--- src/rtl/edge_mod_pair.sv ---
module edge_mod_pair #(
  parameter int CMD_W     = 8,
  parameter int DEAD_LEN  = 16,
  parameter int OFFSET    = 64,
  parameter int C_MAX_ON  = 125,
  parameter int B_MIN_OFF = 4
) (
  input  logic             clk,
  input  logic             rst,
  input  logic             boost_en,
  input  logic             conv_en,
  input  logic [CMD_W-1:0] boost_cmd,
  input  logic [CMD_W-1:0] conv_cmd,
  input  logic             boost_ilim,
  input  logic             conv_ilim,
  output logic             boost_drv,
  output logic             conv_drv,
  output logic             cyc_start
);
  localparam int RAMP_LEN = 1 << CMD_W;
  localparam int PERIOD   = RAMP_LEN + DEAD_LEN;
  localparam int CNT_W    = $clog2(PERIOD);
  localparam logic [CNT_W-1:0] LAST     = CNT_W'(PERIOD - 1);
  localparam logic [CNT_W-1:0] RAMP_END = CNT_W'(RAMP_LEN);
  localparam logic [CMD_W-1:0] OFS      = CMD_W'(OFFSET);
  localparam logic [CMD_W-1:0] CMAX     = CMD_W'(C_MAX_ON);
  localparam logic [CMD_W-1:0] BMIN     = CMD_W'(B_MIN_OFF);

  logic [CNT_W-1:0] cnt;
  logic [CMD_W-1:0] b_cmd_q, c_cmd_q;
  logic             b_lim, c_lim;
  logic [CMD_W-1:0] b_thr, c_on, c_diff;
  logic             wrap, in_ramp;

  assign wrap    = (cnt == LAST);
  assign in_ramp = (cnt < RAMP_END);

  always_ff @(posedge clk) begin
    if (rst) begin
      cnt     <= LAST;
      b_cmd_q <= '0;
      c_cmd_q <= '0;
      b_lim   <= 1'b0;
      c_lim   <= 1'b0;
    end else if (wrap) begin
      cnt     <= '0;
      b_cmd_q <= boost_cmd;
      c_cmd_q <= conv_cmd;
      b_lim   <= 1'b0;
      c_lim   <= 1'b0;
    end else begin
      cnt   <= cnt + CNT_W'(1);
      b_lim <= b_lim | boost_ilim;
      c_lim <= c_lim | conv_ilim;
    end
  end

  assign b_thr  = (b_cmd_q > BMIN) ? b_cmd_q : BMIN;
  assign c_diff = c_cmd_q - OFS;

  always_comb begin
    if (c_cmd_q <= OFS)     c_on = '0;
    else if (c_diff > CMAX) c_on = CMAX;
    else                    c_on = c_diff;
  end

  assign boost_drv = ~rst & boost_en & ~b_lim & in_ramp &
                     (cnt > {{(CNT_W-CMD_W){1'b0}}, b_thr});
  assign conv_drv  = ~rst & conv_en & ~c_lim &
                     (cnt < {{(CNT_W-CMD_W){1'b0}}, c_on});
  assign cyc_start = ~rst & (cnt == '0);

  logic [CNT_W-1:0] c_run;
  always_ff @(posedge clk) begin
    if (rst || !conv_drv) c_run <= '0;
    else                  c_run <= c_run + CNT_W'(1);
  end


  strobe_single_chk: assert property (@(posedge clk) disable iff (rst)
    cyc_start |=> !cyc_start);


  boost_off_at_start_chk: assert property (@(posedge clk) disable iff (rst)
    cyc_start |-> !boost_drv);


  boost_dead_chk: assert property (@(posedge clk) disable iff (rst)
    !in_ramp |-> !boost_drv);


  conv_ceiling_chk: assert property (@(posedge clk) disable iff (rst)
    c_run <= CNT_W'(C_MAX_ON));


  conv_zero_chk: assert property (@(posedge clk) disable iff (rst)
    (cyc_start && c_cmd_q <= OFS) |-> !conv_drv);


  boost_limit_chk: assert property (@(posedge clk) disable iff (rst)
    (boost_ilim && !wrap) |=> !boost_drv);


  conv_limit_chk: assert property (@(posedge clk) disable iff (rst)
    (conv_ilim && !wrap) |=> !conv_drv);


  conv_rise_chk: assert property (@(posedge clk) disable iff (rst)
    ($rose(conv_drv) && $past(conv_en)) |-> cyc_start);
endmodule

--- config.mk ---
export PLATFORM = sky130hd
export DESIGN_NAME = edge_mod_pair
export DESIGN_NICKNAME = d
export VERILOG_FILES = /design/src/rtl/edge_mod_pair.sv
export SDC_FILE = /design/constraint.sdc
export NUM_CORES = 1
export LEC_CHECK = 0
export BUFFER_PORTS_ARGS = -buffer_cell sky130_fd_sc_hd__buf_2
export CAP_MARGIN = 20
export CORE_UTILIZATION = 45
export CTS_CLUSTER_DIAMETER = 60
export DETAILED_ROUTE_END_ITERATION = 8
export PLACE_DENSITY_LB_ADDON = 0.05
export SYNTH_ARGS = -nofsm -noshare
export SYNTH_HDL_FRONTEND = slang
export SYNTH_SLANG_ARGS = --single-unit
--- constraint.sdc ---
create_clock -name clk -period 4.9 [get_ports clk]
set_clock_uncertainty 0.2 [all_clocks]
set_input_delay 0.49 -clock clk [delete_from_list [all_inputs] [get_ports clk]]
set_output_delay 0.49 -clock clk [all_outputs]
set_load 0.02 [all_outputs]
==> results of run 1 <==
## layer usage
| layer | vias up | share of wire [%] |
|---|---|---|
| li1 | 758 | - |
| met1 | 660 | 50 |
| met2 | 17 | 48 |
| met3 | 4 | 1.8 |
| met4 | 0 | 0.96 |
| met5 | - | 0 |
## power by group through the flow
stage                     logic (mW)  clock network [mW]  registers (mW)
after floorplan                0.401                   0           0.328
after global placement         0.430                   0           0.358
after detailed placement       0.451                   0           0.358
after CTS                      0.454               0.104           0.353
after global routing           0.516               0.113           0.365
final                          0.450              0.0988           0.353
## synth_stat cells (2+ instances only)
cell / instances / area [um^2]
nand4_1: 8 / 50.05
o21ai_1: 9 / 45.04
ha_1: 20 / 250.2
xnor2_1: 4 / 35.03
nor4b_1: 2 / 17.52
nand3_1: 4 / 20.02
nor4_1: 2 / 12.51
o21ai_0: 16 / 80.08
nor3_1: 10 / 50.05
xor2_1: 2 / 17.52
a21oi_1: 25 / 125.1
o21bai_1: 3 / 22.52
inv_1: 10 / 37.54
buf_6: 3 / 33.78
nor2_1: 7 / 26.28
a21o_1: 3 / 22.52
clkbuf_1: 5 / 18.77
dfxtp_1: 27 / 540.5
nand2_1: 26 / 97.59
## worst min-delay path by stage
stage	end	slack (ns)	cells after the start
detailed placement	b_cmd_q[1]	0.28	2
CTS	c_cmd_q[3]	0.16	3
global placement	b_cmd_q[1]	0.27	2
finish	c_cmd_q[3]	0.18	3
global route	b_cmd_q[2]	0.17	3
floorplan	b_cmd_q[1]	0.26	2
## state kept, by name, indices dropped and copies added, names as in the netlist
name and cells:
cnt 9, b_lim 1, c_lim 1, c_cmd_q 8
b_cmd_q 8
## worst reg2reg max path, cell delays in order, from the launching register on
cell     delay, ns
dfxtp_1       0.45
ha_1          0.24
nand4_1       0.69
nor2_8        0.59
nand2_1       0.11
a21oi_1       0.13
## stage by stage
step	hold slack (ns)	setup slack [ns]	util [%]	cell area, um^2
3_3_place_gp	0.2689	1.890	51.53	1747
3_5_place_dp	0.2760	1.817	51.53	1747
2_1_floorplan	0.2552	1.441	-	1627
6_report	0.1771	1.434	52.34	1774
4_1_cts	0.1625	1.415	52.34	1774
5_1_grt	0.1673	1.160	52.34	1774
## cells by family (layout without fill, tap and decap cells)
group                    count (synthesis)  in the layout
AO/OA/AOI/OAI                           61             61
XOR/XNOR                                 6              6
adder cells (fa/ha/maj)                 20             20
buffers and inverters                   19             38
flip-flops                              27             27
multiplexers                             1              1
AND/OR/NAND/NOR                         67             67
## cell type report
| type | count | share of cell area, % |
|---|---|---|
| Clock inverter | 1 | 0.2821 |
| Sequential cell | 27 | 30.47 |
| Timing Repair Buffer | 24 | 6.770 |
| Inverter | 10 | 2.116 |
| Tap cell | 46 | 3.244 |
| Clock buffer | 3 | 1.269 |
| Multi-Input combinational cell | 155 | 55.85 |
==> impl_metrics.json, run 1 <==
{
  "cts_tree": "yes",
  "p_seq_share_pct": 39.2,
  "initial_core_util_pct": 47.99,
  "status": "completed",
  "power_mw": 0.9018,
  "cts_max_level": 1,
  "antenna_cells": 0,
  "cp-startpoint": "c_cmd_q[7]",
  "crit_fanout": 7,
  "fin_tns_setup_ns": 0,
  "finalHoldViolations": 0,
  "critical_path.top_delay_family": "compound AO/OA/AOI/OAI gates",
  "layout_commonest_cell": "dfxtp_1",
  "drv_slew": 0,
  "synth_enable_flop_cells": 0,
  "critPathCapture": "conv_drv",
  "fp.coreArea_um2": 3390,
  "drt_iter0_drc": 64,
  "worstPathRequired_ns": 4.21,
  "crit_slowest_cell": "dfxtp_1",
  "rr_endpoint": "c_cmd_q[4]",
  "grt_start_max_net_pins": 31,
  "port_buffers": 24,
  "maxCapViolCount": 0,
  "worst_pin_slew_ns": 0.8517,
  "fill_cells": 358,
  "ys_types": 34,
  "overflow": 0,
  "post-place-cells": 262,
  "synth_top_family_by_area": "simple AND/OR/NAND/NOR gates",
  "grt_pass1_wl_mm": 6.134,
  "drive_gt1_share_pct": 13.64,
  "final_cell_mix": "dfxtp_1 (27), nand2_1 (26), a21oi_1 (25)",
  "post_cts_buffers": 0,
  "use_met3_pct": 3.125,
  "p_leak_nw": 0.7139,
  "synth-simple-area-share_pct": 21.00,
  "die_area_um2": 3859,
  "start_kind": "flop",
  "syn_inst": 201,
  "ys_seq_area_share_pct": 33.23,
  "timing.fmax_mhz": 288.5,
  "grt_pass1_vias": 1474,
  "fin_cells": 266,
  "r2r_slack_ns": 2.43,
  "drt_pass1_iterations": 4,
  "ctsHoldBuffers": 0,
  "wl_mm": 3.527,
  "slew_headroom_pct": 43.05,
  "power_density_nw_per_um2": 508.3,
  "clock_latency_ns": 0.32,
  "num_io_pins": 25,
  "hp-class": "in2reg",
  "syn_to_final_growth_pct": 9.077,
  "fin_nets": 263,
  "fp.dieW_um": 62.12,
  "fp.dieH_um": 62.12,
  "r2r_cells": 5,
  "p_int_mw": 0.4900,
  "swShare_pct": 45.67,
  "top_usage_layer": "met2",
  "rsz0062_at_grt": "false",
  "synth_fa_ha_area_share_pct": 15.38,
  "multi_input_area_um2": 991.0,
  "syn_avg_cell_area_um2": 8.092,
  "grt_use_met1_pct": 22.70,
  "ir_drop_uv": 268.0,
  "synthFlopType": "dfxtp_1",
  "fin_crit_sh_pct": 70.73,
  "hp-start": "conv_cmd[3]",
  "synth-async-reset-ratio_pct": 0,
  "period_needed_ns": 3.466,
  "post-route-drc-count": 0,
  "cts_buffer_depth": 2,
  "p_switching_mw": 0.4118,
  "cts_sinks": 27,
  "root_buffer": "clkbuf_4",
  "path_class": "reg2out",
  "crit_cells": 11,
  "synth_compound_area_share_pct": 20.69,
  "p_clk_share_pct": 11.0,
  "reg2reg_from": "cnt[1]",
  "grtUsageMet2_pct": 36.40,
  "path_buf_inv": 2,
  "finalSetupViolCount": 0,
  "vias": 1439,
  "synthMuxAreaShare_pct": 0.6154,
  "std_cell_rows": 21,
  "ys_seq_elements": 27,
  "combPwrFrac_pct": 49.9,
  "yosys_warnings": 0,
  "gp_congestion": 0.8731,
  "viasPerCell": 5.410,
  "clk_pin_slew_ns": 0.15,
  "cts_resized": 0,
  "path_cells": "inv_1 -> ha_1 -> nor4b_1 -> a21oi_1 -> o21ai_0 -> ha_1 -> a21o_1 -> nand3_1 -> a21oi_1 -> a2111oi_0 -> buf_2",
  "synth_nets": 243,
  "dpl.hpwl_mm": 2.617,
  "cp_slowest_stage_delay_ns": 0.38,
  "antenna_left": 0,
  "seq_area_um2": 540.5,
  "globalRouteTotalUtil_pct": 19.50,
  "synth_area_um2": 1627,
  "antenna_found_initial": 0,
  "synth_xor_area_share_pct": 3.231,
  "routedWlPerCell_um": 13.26,
  "worstPathArrival_ns": 2.78,
  "cts-buffers-inserted": 3,
  "endpoint_kind": "output port"
}
Note: power is estimated with default switching activity, not from simulation.
==> inputs of run 2 (changes only) <==
==> constraint.sdc (replaced) <==
create_clock -name clk -period 3.1 [get_ports clk]
set_clock_uncertainty 0.2 [all_clocks]
set_input_delay 0.31 -clock clk [delete_from_list [all_inputs] [get_ports clk]]
set_output_delay 0.31 -clock clk [all_outputs]
set_load 0.02 [all_outputs]
==> impl_metrics.json, run 2 (same netlist as run 1, synthesis figures left out) <==
{
  "hold_ws_ns": -0.004860,
  "start_kind": "flop",
  "power_mw": 1.517,
  "wl_mm": 3.798,
  "finalWorstSetupSlack_ns": 0.02441,
  "seq_area_um2": 545.5,
  "crit_slowest_cell": "dfxtp_4",
  "multi_input_area_um2": 1039,
  "fill_cells": 310,
  "dpl_worst_slack_ns": 0.1901,
  "worst_pin_slew_ns": 0.6977,
  "worstPathRequired_ns": 2.59,
  "critical_path.top_delay_family": "compound AO/OA/AOI/OAI gates",
  "p_leak_nw": 0.7748,
  "dpl.hpwl_mm": 2.607,
  "num_io_pins": 25,
  "ir_drop_uv": 511.9,
  "fin_crit_sh_pct": 99.21,
  "hp-class": "in2reg",
  "drt_iter0_drc": 83,
  "slew_headroom_pct": 53.48,
  "drt_pass1_iterations": 4,
  "cts_buffer_depth": 2,
  "drv_slew": 0,
  "grt_start_max_net_pins": 31,
  "cp_common_cell": "ha_1",
  "grt_pass1_vias": 1420,
  "port_buffers": 24,
  "cts_sinks": 27,
  "violations": "negative hold slack",
  "clk_pin_slew_ns": 0.15,
  "cts_max_level": 1,
  "path_class": "reg2out",
  "fp.dieW_um": 62.12,
  "vias": 1541,
  "path_buf_inv": 2,
  "die_area_um2": 3859,
  "power_density_nw_per_um2": 781.8,
  "antenna_left": 0,
  "cts-buffers-inserted": 3,
  "syn_to_final_growth_pct": 19.31,
  "clock_latency_ns": 0.33,
  "worstPathArrival_ns": 2.57,
  "maxCapViolCount": 0,
  "crit_fanout": 4,
  "largest-register": "cnt",
  "path_cells": "inv_1 -> ha_1 -> nand2_1 -> nor2_2 -> a21oi_1 -> o21ai_1 -> ha_1 -> nand4b_1 -> a311oi_1 -> a2111oi_1 -> buf_2",
  "cts_tree": "yes",
  "period_needed_ns": 3.076,
  "endpoint_kind": "output port",
  "rsz0062_at_grt": "true",
  "viasPerCell": 5.523,
  "timing.fmax_mhz": 325.1,
  "status": "finished, violations left",
  "fp.coreArea_um2": 3390,
  "overflow": 0,
  "antenna_cells": 0,
  "largest_register_ffs": 9,
  "fin_nets": 276,
  "cp_slowest_stage_delay_ns": 0.39,
  "antenna_found_initial": 0,
  "final_cell_mix": "nand2_1 (26), dfxtp_1 (25), a21oi_1 (24), buf_2 (24), ha_1 (18)",
  "finalSetupViolCount": 0,
  "drive_gt1_share_pct": 18.45,
  "grt_pass1_wl_mm": 6.306,
  "std_cell_rows": 21,
  "fp.dieH_um": 62.12,
  "post-route-drc-count": 0,
  "root_buffer": "clkbuf_4",
  "initial_core_util_pct": 47.99,
  "largest_registers": "cnt x9, b_cmd_q x8, c_cmd_q x8",
  "routedWlPerCell_um": 13.61,
  "globalRouteTotalUtil_pct": 20.04,
  "layout_commonest_cell": "nand2_1",
  "finalHoldViolations": 4,
  "final_util_pct": 57.25,
  "fin_tns_setup_ns": 0,
  "gp_congestion": 0.8642
}
-- run 2: power by group --
group | internal, mW | switching [mW]
Sequential | 0.440 | 0.129
Clock | 0.0505 | 0.108
Combinational | 0.341 | 0.448
-- run 2: through the flow --
| step | std cells | hold WS (ns) | cell area, um^2 |
|---|---|---|---|
| 2_1_floorplan | 201 | 0.2460 | 1628 |
| 3_3_place_gp | 263 | 0.2691 | 1755 |
| 3_5_place_dp | 263 | 0.2780 | 1755 |
| 4_1_cts | 271 | 0.001653 | 1844 |
| 5_1_grt | 279 | 0.001227 | 1941 |
| 6_report | 279 | -0.004860 | 1941 |
-- run 2: worst paths after layout --
check	start	end	slack [ns]	depth (start not counted)
worst max-delay path	c_cmd_q[6]	conv_drv	0.02	11
worst min-delay path	boost_cmd[0]	b_cmd_q[0]	-0.005	3
worst min register to register	b_cmd_q[0]	b_cmd_q[0]	0.30	2
worst max register to register	cnt[4]	c_cmd_q[1]	0.84	4
-- run 2: final cells by class --
cell class / instances / area share [%]
well taps: 46 / 2.966
multi-input cells: 155 / 53.51
inverters: 10 / 1.934
repair buffers: 37 / 12.12
clock buffers: 4 / 1.354
flip-flops and latches: 27 / 28.11
-- run 2: per-layer routing --
layer / track usage, % / vias up / wire [um]
met4: 6.395 / 0 / 53
li1: - / 787 / -
met2: 35.30 / 24 / 1858
met1: 25.37 / 724 / 1789
met3: 2.206 / 6 / 96
met5: 0 / - / 0
-- run 2: what timing repair did --
action                                  CTS  global route
endpoints found under the setup margin    1             1
setup buffers                             1             4
gates resized for setup                   6             7
hold endpoints to repair                  3             4
pin swaps                                 2             5
hold buffers                              3             4
-- run 2: worst reg2reg max path, cell delays in order (launching register included) --
cell and delay (ns):
dfxtp_1 0.43, or4_1 0.90, nor2_8 0.43, nand2_1 0.10
a21oi_1 0.13
==> inputs of run 3 (changes only) <==
--- a/config.mk
+++ b/config.mk
@@ -7,7 +7,9 @@
 export LEC_CHECK = 0
 export BUFFER_PORTS_ARGS = -buffer_cell sky130_fd_sc_hd__buf_2
 export CAP_MARGIN = 20
-export CORE_UTILIZATION = 45
+export CELL_PAD_IN_SITES_DETAIL_PLACEMENT = 0
+export CELL_PAD_IN_SITES_GLOBAL_PLACEMENT = 1
+export CORE_UTILIZATION = 37
 export CTS_CLUSTER_DIAMETER = 60
 export DETAILED_ROUTE_END_ITERATION = 8
 export PLACE_DENSITY_LB_ADDON = 0.05
==> impl_metrics.json, run 3 (same netlist as run 1, synthesis figures left out) <==
{
  "worstPathArrival_ns": 2.45,
  "worst_pin_slew_ns": 0.7198,
  "fp.dieH_um": 68.31,
  "power_mw": 1.535,
  "rsz0062_at_grt": "true",
  "final_util_pct": 45.64,
  "maxCapViolCount": 0,
  "hp-start": "conv_cmd[6]",
  "clk_pin_slew_ns": 0.10,
  "clock_latency_ns": 0.27,
  "start_kind": "flop",
  "reg2reg_from": "cnt[4]",
  "fill_cells": 439,
  "cts_tree": "yes",
  "syn_to_final_growth_pct": 15.46,
  "globalRouteTotalUtil_pct": 18.60,
  "port_buffers": 24,
  "antenna_found_initial": 0,
  "die_area_um2": 4666,
  "grt_pass1_vias": 1436,
  "gp_congestion": 0.9113,
  "holdPathStages": 3,
  "root_buffer": "clkbuf_8",
  "final_cell_area_um2": 1878,
  "grt_pass1_wl_mm": 6.506,
  "fin_tns_setup_ns": 0,
  "finalHoldViolations": 0,
  "hp-class": "in2reg",
  "post-route-drc-count": 0,
  "cp-startpoint": "c_cmd_q[7]",
  "cts_max_level": 1,
  "num_io_pins": 25,
  "r2r_slack_ns": 0.84,
  "cts-buffers-inserted": 3,
  "ir_drop_uv": 303.3,
  "largest_register_ffs": 9,
  "std_cell_rows": 23,
  "initial_core_util_pct": 39.53,
  "crit_fanout": 5,
  "drt_pass1_iterations": 4,
  "fin_nets": 267,
  "drive_gt1_share_pct": 19.20,
  "viasPerCell": 5.245,
  "min_to": "c_cmd_q[6]",
  "period_needed_ns": 2.962,
  "routedWlPerCell_um": 13.55,
  "post-place-cells": 267,
  "largest-register": "cnt",
  "overflow": 0,
  "timing.fmax_mhz": 337.6,
  "dpl.hpwl_mm": 2.731,
  "grt_start_max_net_pins": 31,
  "worstPathRequired_ns": 2.59,
  "cts_sinks": 27,
  "antenna_left": 0,
  "rr_endpoint": "b_cmd_q[5]",
  "antenna_cells": 0,
  "endpoint_kind": "output port",
  "drt_iter0_drc": 37,
  "slew_headroom_pct": 52.02,
  "fin_crit_sh_pct": 95.54,
  "vias": 1437,
  "finalSetupViolCount": 0,
  "r2r_cells": 4,
  "wl_mm": 3.714,
  "layout_commonest_cell": "nand2_1",
  "fp.dieW_um": 68.31,
  "p_leak_nw": 0.7407,
  "fin_cells": 274,
  "drv_slew": 0,
  "seq_area_um2": 543.0,
  "path_class": "reg2out",
  "fp.coreArea_um2": 4115,
  "place_area_um2": 1760,
  "largest_registers": "cnt x9, b_cmd_q x8, c_cmd_q x8",
  "status": "completed",
  "final_cell_mix": "nand2_1 (26), dfxtp_1 (25), a21oi_1 (24), buf_2 (24), ha_1 (17)",
  "power_density_nw_per_um2": 817.2,
  "cts_buffer_depth": 2,
  "multi_input_area_um2": 1040
}
==> run 3: changes by cell type in the layout (fill, tap and decap cells not counted), moves of 2 or more <==
cell           before  now
o21ai_1            11    9
buf_4               6    4
ha_2                0    2
clkbuf_8            0    3
clkbuf_4            3    0
o21ai_0            14   16
dlygate4sd3_1       7    0
==> run 3: how the worst max path moves through the flow <==
stage | to | slack (ns)
global route | conv_drv | -0.10
detailed placement | conv_drv | 0.20
CTS | conv_drv | 0.02
floorplan | conv_drv | 0.07
finish | conv_drv | 0.14
global placement | conv_drv | 0.25
==> run 3: area by class of cell <==
cell class | count | area share, %
clock buffers | 4 | 2.398
well taps | 50 | 3.331
inverters | 10 | 1.999
flip-flops and latches | 27 | 28.91
repair buffers | 28 | 7.995
multi-input cells | 155 | 55.36
==> run 3: timing repair <==
action | CTS | global route
endpoints found under the setup margin | 1 | 1
gates resized for setup | 1 | 11
pin swaps | 0 | 5
hold buffers | 0 | 0
setup buffers | 0 | 3
cloned | 0 | 0
==> run 3: metrics by stage <==
step | hold slack (ns) | setup WS (ns)
floorplan | 0.2460 | 0.06642
global placement | 0.2655 | 0.2460
detailed placement | 0.2690 | 0.1978
CTS | 0.06062 | 0.01689
global route | 0.06471 | -0.1008
finish | 0.05995 | 0.1381
==> run 3: critical path, cell delays in order (launching register included) <==
cell,delay [ns]
dfxtp_2,0.35
inv_2,0.05
buf_4,0.13
ha_2,0.35
nand2_1,0.05
or3_1,0.31
ha_1,0.28
nand4_1,0.09
a311oi_1,0.32
a2111oi_2,0.08
buf_2,0.17
==> run 3: report_power, final <==
| group | switching, mW | internal [mW] | total (mW) | leakage (nW) |
|---|---|---|---|---|
| logic | 0.441 | 0.317 | 0.758 | 0.496 |
| registers | 0.132 | 0.440 | 0.572 | 0.222 |
| clock network | 0.112 | 0.0921 | 0.204 | 0.0228 |
| total | 0.686 | 0.849 | 1.53 | 0.741 |
==> run 3: per-layer routing <==
layer / vias to the layer above / track usage (%) / part of all wire (%)
li1: 766 / - / -
met1: 643 / 24.10 / 49
met2: 26 / 31.86 / 47
met3: 2 / 2.667 / 3.3
met4: 0 / 4.948 / 0.51
met5: - / 0 / 0
